==> config.mk <==
export PLATFORM = sky130hd
export DESIGN_NAME = fpRegListStore
export DESIGN_NICKNAME = d
export VERILOG_FILES = /design/src/rtl/fpListPkg.sv /design/src/rtl/fpListDatapath.sv /design/src/rtl/fpListControl.sv /design/src/rtl/fpRegListStore.sv
export SDC_FILE = /design/constraint.sdc
export NUM_CORES = 1
export LEC_CHECK = 0
export BUFFER_PORTS_ARGS = -buffer_cell sky130_fd_sc_hd__buf_2
export CAP_MARGIN = 10
export CELL_PAD_IN_SITES_DETAIL_PLACEMENT = 0
export CELL_PAD_IN_SITES_GLOBAL_PLACEMENT = 1
export CORE_MARGIN = 3
export CORE_UTILIZATION = 27
export DETAILED_ROUTE_END_ITERATION = 12
export MAX_ROUTING_LAYER = met4
export PLACE_DENSITY_LB_ADDON = 0.1
export SYNTH_ARGS = -nofsm -noshare
export SYNTH_HDL_FRONTEND = slang
export SYNTH_SLANG_ARGS = --single-unit
==> constraint.sdc <==
create_clock -name clk -period 2.3 [get_ports clk]
set_input_delay 0 -clock clk [delete_from_list [all_inputs] [get_ports clk]]
set_output_delay 0 -clock clk [all_outputs]
set_load 0.01 [all_outputs]
==> src/rtl/fpListPkg.sv <==
`timescale 1ns/1ps
package fpListPkg;
  typedef enum logic [2:0] {
    S_IDLE, S_LIST, S_SCAN, S_STORE, S_FIN, S_FAULT
  } seqState_e;

  // strobes from control to datapath
  typedef struct packed {
    logic ldCmd;     // capture command, base, clear index and cost
    logic ldMask;    // capture the resolved register list
    logic stepAddr;  // store accepted: advance address and cost
    logic stepIdx;   // move to next list bit
  } dpStrobe_t;
endpackage

==> src/rtl/fpListDatapath.sv <==
`timescale 1ns/1ps
module fpListDatapath
  import fpListPkg::*;
#(
  parameter int ADDR_W    = 32,
  parameter int D_W       = 32,
  parameter int FP_W      = 80,
  parameter int SLOT_W    = 96,
  parameter int NUM_REGS  = 8,
  parameter int STRIDE    = 12,
  parameter int COST_STEP = 2,
  parameter int COST_W    = 8
) (
  input  logic                        clk,
  input  logic                        rstN,
  input  dpStrobe_t                   strb,
  input  logic [15:0]                 cmdWord,
  input  logic [ADDR_W-1:0]           baseAddr,
  input  logic [D_W-1:0]              dRegData,
  input  logic [FP_W-1:0]             fpRegData,
  output logic [2:0]                  dRegSel,
  output logic [$clog2(NUM_REGS)-1:0] fpRegSel,
  output logic [ADDR_W-1:0]           stAddr,
  output logic [SLOT_W-1:0]           stData,
  output logic [COST_W-1:0]           cost,
  output logic                        curBit,
  output logic                        lastIdx,
  output logic                        badCmd
);
  localparam int IDX_W   = $clog2(NUM_REGS);
  localparam int DIR_BIT = 13;
  localparam int MODE_LO = 11;
  localparam int DSEL_LO = 4;
  localparam logic [IDX_W-1:0] IDX_TOP = IDX_W'(NUM_REGS - 1);

  logic [15:0]         cmdQ;
  logic [NUM_REGS-1:0] maskQ;
  logic [ADDR_W-1:0]   addrQ;
  logic [IDX_W-1:0]    idxQ;
  logic [COST_W-1:0]   costQ;
  logic [1:0]          listMode;

  assign listMode = cmdQ[MODE_LO +: 2];
  assign badCmd   = !cmdQ[DIR_BIT] || (listMode == 2'd3);
  assign dRegSel  = cmdQ[DSEL_LO +: 3];
  assign fpRegSel = (listMode == 2'd2) ? (IDX_TOP - idxQ) : idxQ;
  assign curBit   = maskQ[idxQ];
  assign lastIdx  = (idxQ == IDX_TOP);
  assign stAddr   = addrQ;
  assign cost     = costQ;

  generate
    if (SLOT_W > FP_W) begin : g_pad
      assign stData = {{(SLOT_W-FP_W){1'b0}}, fpRegData};
    end else begin : g_nopad
      assign stData = fpRegData[SLOT_W-1:0];
    end
  endgenerate

  always_ff @(posedge clk) begin
    if (!rstN) begin
      cmdQ  <= '0;
      maskQ <= '0;
      addrQ <= '0;
      idxQ  <= '0;
      costQ <= '0;
    end else begin
      if (strb.ldCmd) begin
        cmdQ  <= cmdWord;
        addrQ <= baseAddr;
        idxQ  <= '0;
        costQ <= '0;
      end
      if (strb.ldMask)
        maskQ <= (listMode == 2'd1) ? dRegData[NUM_REGS-1:0] : cmdQ[NUM_REGS-1:0];
      if (strb.stepAddr) begin
        addrQ <= addrQ + ADDR_W'(STRIDE);
        costQ <= costQ + COST_W'(COST_STEP);
      end
      if (strb.stepIdx)
        idxQ <= idxQ + 1'b1;
    end
  end

  // the index only moves forward one bit at a time within a command
  p_idx_step_r3: assert property (@(posedge clk) disable iff (!rstN)
    strb.stepIdx && !strb.ldCmd |=> idxQ == $past(idxQ) + 1'b1);
endmodule

==> src/rtl/fpListControl.sv <==
`timescale 1ns/1ps
module fpListControl
  import fpListPkg::*;
(
  input  logic      clk,
  input  logic      rstN,
  input  logic      start,
  input  logic      curBit,
  input  logic      lastIdx,
  input  logic      badCmd,
  input  logic      stAck,
  output dpStrobe_t strb,
  output logic      stReq,
  output logic      busy,
  output logic      done,
  output logic      error
);
  seqState_e state, nextState;

  always_ff @(posedge clk) begin
    if (!rstN) state <= S_IDLE;
    else       state <= nextState;
  end

  always_comb begin
    nextState = state;
    strb      = '0;
    stReq     = 1'b0;
    done      = 1'b0;
    error     = 1'b0;
    unique case (state)
      S_IDLE: if (start) begin
        strb.ldCmd = 1'b1;
        nextState  = S_LIST;
      end
      S_LIST: begin
        if (badCmd) nextState = S_FAULT;
        else begin
          strb.ldMask = 1'b1;
          nextState   = S_SCAN;
        end
      end
      S_SCAN: begin
        if (curBit)       nextState = S_STORE;
        else if (lastIdx) nextState = S_FIN;
        else              strb.stepIdx = 1'b1;
      end
      S_STORE: begin
        stReq = 1'b1;
        if (stAck) begin
          strb.stepAddr = 1'b1;
          if (lastIdx) nextState = S_FIN;
          else begin
            strb.stepIdx = 1'b1;
            nextState    = S_SCAN;
          end
        end
      end
      S_FIN: begin
        done      = 1'b1;
        nextState = S_IDLE;
      end
      S_FAULT: begin
        error     = 1'b1;
        nextState = S_IDLE;
      end
      default: nextState = S_IDLE;
    endcase
  end

  assign busy = (state != S_IDLE);

  p_req_held_r11: assert property (@(posedge clk) disable iff (!rstN)
    stReq && !stAck |=> stReq);
  p_excl_r12: assert property (@(posedge clk) disable iff (!rstN)
    !(done && error));
  p_done_pulse_r12: assert property (@(posedge clk) disable iff (!rstN)
    done |=> !done);
endmodule

==> src/rtl/fpRegListStore.sv <==
`timescale 1ns/1ps
module fpRegListStore
  import fpListPkg::*;
#(
  parameter int ADDR_W    = 32,
  parameter int D_W       = 32,
  parameter int FP_W      = 80,
  parameter int SLOT_W    = 96,
  parameter int NUM_REGS  = 8,
  parameter int STRIDE    = 12,
  parameter int COST_STEP = 2,
  parameter int COST_W    = 8
) (
  input  logic                        clk,
  input  logic                        rstN,
  input  logic                        start,
  input  logic [15:0]                 cmdWord,
  input  logic [ADDR_W-1:0]           baseAddr,
  output logic [2:0]                  dRegSel,
  input  logic [D_W-1:0]              dRegData,
  output logic [$clog2(NUM_REGS)-1:0] fpRegSel,
  input  logic [FP_W-1:0]             fpRegData,
  output logic                        stReq,
  output logic [ADDR_W-1:0]           stAddr,
  output logic [SLOT_W-1:0]           stData,
  input  logic                        stAck,
  output logic [COST_W-1:0]           cycleCost,
  output logic                        busy,
  output logic                        done,
  output logic                        error
);
  dpStrobe_t strb;
  logic curBit, lastIdx, badCmd;

  fpListControl u_ctrl (
    .clk(clk), .rstN(rstN), .start(start), .curBit(curBit),
    .lastIdx(lastIdx), .badCmd(badCmd), .stAck(stAck), .strb(strb),
    .stReq(stReq), .busy(busy), .done(done), .error(error)
  );

  fpListDatapath #(
    .ADDR_W(ADDR_W), .D_W(D_W), .FP_W(FP_W), .SLOT_W(SLOT_W),
    .NUM_REGS(NUM_REGS), .STRIDE(STRIDE), .COST_STEP(COST_STEP), .COST_W(COST_W)
  ) u_dp (
    .clk(clk), .rstN(rstN), .strb(strb), .cmdWord(cmdWord), .baseAddr(baseAddr),
    .dRegData(dRegData), .fpRegData(fpRegData), .dRegSel(dRegSel),
    .fpRegSel(fpRegSel), .stAddr(stAddr), .stData(stData), .cost(cycleCost),
    .curBit(curBit), .lastIdx(lastIdx), .badCmd(badCmd)
  );

  p_hold_slot_r11: assert property (@(posedge clk) disable iff (!rstN)
    stReq && !stAck |=> $stable(stAddr) && $stable(stData));
  p_err_nocost_r9: assert property (@(posedge clk) disable iff (!rstN)
    error |-> cycleCost == '0 && !stReq);
  p_idle_noreq_r1: assert property (@(posedge clk) disable iff (!rstN)
    !busy |-> !stReq);
endmodule

==> flow_metrics.py <==
metrics = {
    "critical_path": {
        "crit_fanout": 8,
        "cp-start-kind": "flop",
        "max_stage_delay_ns": 0.42,
        "path_delay_family": "simple AND/OR/NAND/NOR gates",
        "path_buf_inv": 1,
        "crit_type": "flop to flop",
        "cp_slowest_cell": "dfxtp_1",
        "worst_ep_arrival_time_ns": 2.25,
        "r2r_start": "u_dp.stAddr[2]",
        "cp-end-kind": "flop",
        "crit_chain": "inv_1 > ha_1 > nor4b_4 > nand4_1 > and3_2 > o21a_1",
        "startpoint": "u_dp.stAddr[2]",
        "required_ns": 2.53,
    },
    "timing": {
        "drv_slew": 0,
        "maxSlewHeadroom_pct": 56.0,
        "finalHoldViolations": 0,
        "rsz0062_at_grt": "no",
        "setup_tns_ns": 0,
        "period_needed_ns": 2.01,
        "setup_violations": 0,
        "fmax_mhz": 497,
        "worstMarginPinSlew_ns": 0.656,
        "period_share_pct": 87.6,
        "finClkSkew_ns": 0.00983,
    },
    "yosys": {
        "synth_edf_count": 0,
        "yosys_register_bits": 64,
        "synth_top_area_cell": "dfxtp_1",
        "syn_area_mm2": 0.00412,
        "ys_seq_area_share_pct": 31.1,
        "ys_top_cells_by_area": "dfxtp_1 31%, buf_4 18%, nand2_1 5.7%, a21oi_1 4.4%, nor2_1 3.8%",
        "synth_top_area_share_pct": 31.1,
        "synth_cells": 511,
        "ys.flop_type": "dfxtp_1",
        "yosys.cell_types.count": 63,
        "async_reset_ff_share_pct": 0,
        "ys_warn_count": 0,
        "avgSynthCellArea_um2": 8.07,
    },
    "finish": {
        "layoutNonFillerInstCount": 762,
        "post-route-util_pct": 33.5,
        "area_growth_pct": 19.9,
        "drive_gt1_share_pct": 26.1,
        "num_antenna_cells": 0,
        "num-nets-final": 741,
    },
    "routing": {
        "route.detailed.drc": 0,
        "vias": 3708,
        "viasPerCell": 4.87,
        "final_antenna_net_count": 0,
        "totalWireLength_mm": 13.0,
        "firstDrtPassIters": 4,
        "post_drt_wl_per_cell_um": 17.1,
        "first_iter_violations": 146,
    },
    "global_route": {
        "grt_pass1_wl_mm": 19.6,
        "overflow": 0,
        "grt_max_degree": 44,
        "grt_pass1_vias": 3557,
        "grt.total_usage_pct": 15.7,
        "grt_antenna_before_repair": 0,
    },
    "floorplanning": {
        "die_y_um": 130,
        "fp.coreArea_mm2": 0.0148,
        "fp.dieArea_mm2": 0.0168,
        "start_util_pct": 28.0,
        "row_count": 44,
        "fp.dieW_um": 130,
        "ios": 310,
    },
    "cts": {
        "cts_root_buf": "clkbuf_16",
        "cts_buffer_depth": 2,
        "clock_latency_ns": 0.34,
        "path_clk_slew_ns": 0.06,
        "postCtsSetupRepairBufs": 0,
        "htreeDepth": 3,
        "cts_buffers": 9,
        "cts_tree": "yes",
        "cts_hold_buf": 41,
        "ctsResizeCount": 0,
        "cts_sinks": 64,
    },
    "hold_path": {
        "hold_path.class": "input port to output port",
        "hp-start": "fpRegData[10]",
    },
    "power_and_ir_drop": {
        "p_leak_nw": 2.08,
        "p_per_area_mw_per_mm2": 672,
        "ir_drop_mv": 0.341,
        "p_total_w": 0.00333,
    },
    "placement": {
        "place_inst": 705,
        "io_buffers": 103,
        "dpl.hpwl_mm": 9.13,
        "gp_congestion": 0.745,
    },
    "run_status": {
        "status": "completed",
    },
    "job": {
        "drv_cap": 0,
    },
}
==> placed cells by master (no fill, tap or decap), drive strengths merged, types with 7 or more instances in the layout <==
cell type and instances:
a21oi 37, nor2 42, clkbuf 11, mux2i 11, xor2 7, nand4 12
buf 122, a211oi 9, dfxtp 64, a31oi 8, nand3 19, and3 7
nand2 63, o21ai 15, dlygate4sd3 41, conb 17
==> metrics by stage <==
step | hold WS (ns) | cell area, um2 | setup slack [ns]
after global placement | 0.0000686 | 4210 | 0.290
after global routing | 0.0000151 | 4940 | 0.0752
final | 0.00000392 | 4940 | 0.286
after floorplan | 0.0918 | 4180 | 0.374
after detailed placement | 0.0000686 | 4210 | 0.262
after CTS | 0.0000686 | 4940 | 0.249
==> final timing paths <==
kind / endpoint / slack, ns / depth (start not counted)
setup reg to reg: u_dp.stAddr[20] / 0.29 / 6
setup / recovery: u_dp.stAddr[20] / 0.29 / 6
hold / removal: stData[10] / 0.000004 / 0
hold reg to reg: u_dp.cmdQ[3] / 0.45 / 2
==> state kept, by name, summed over array words and instances, names as in the netlist <==
signal	flops
u_ctrl.state	3
u_dp.cmdQ	11
u_dp.cost	7
u_dp.idxQ	3
u_dp.maskQ	8
u_dp.stAddr	32
==> report_power, final <==
group | switching (W) | leakage, nW | internal [W]
Clock | 0.000557 | 0.152 | 0.000978
Sequential | 0.0000768 | 0.523 | 0.00117
Combinational | 0.000293 | 1.40 | 0.000246
Total | 0.000926 | 2.08 | 0.00240
==> synth_stat cells (6+ instances only) <==
library cell and number:
nand4_1 10, o22ai_1 6, a211oi_1 9, xor2_1 7
nand2_1 63, nand3_1 19, buf_4 100, a31oi_1 8
nor2_1 42, buf_2 8, clkbuf_1 15, mux2i_1 11
and3_1 6, a21oi_1 36, o21ai_0 14, dfxtp_1 64
==> routing by layer <==
metal / vias up / part of all wire [%] / wire [um] / GRT usage, %
met5: - / 0 / 0 / -
li1: 1810 / - / - / -
met2: 111 / 47 / 6070 / 24.1
met1: 1729 / 46 / 5990 / 19.6
met3: 58 / 4.3 / 556 / 2.43
met4: 0 / 3.1 / 408 / 8.74
==> cell type report <==
type	count	area, um2
flip-flops and latches	64	1280
multi-input cells	330	2010
fillers	1592	9810
well taps	184	230
inverters	5	18.8
clock buffers	11	243
clock inverters	5	80.1
repair buffers	163	1080
==> logic make-up (layout without fill, tap and decap cells) <==
group | count (synthesis) | after routing | share of synthesized area [%]
AND/OR/NAND/NOR | 171 | 171 | 21.6
flip-flops | 64 | 64 | 31.1
multiplexers | 17 | 17 | 4.85
XOR/XNOR | 11 | 11 | 2.34
other | 1 | 17 | 0.0909
AO/OA/AOI/OAI | 110 | 110 | 17.2
adder cells (fa/ha/maj) | 4 | 4 | 1.21
buffers and inverters | 133 | 184 | 21.6
Power figures use the tool's default switching activity.
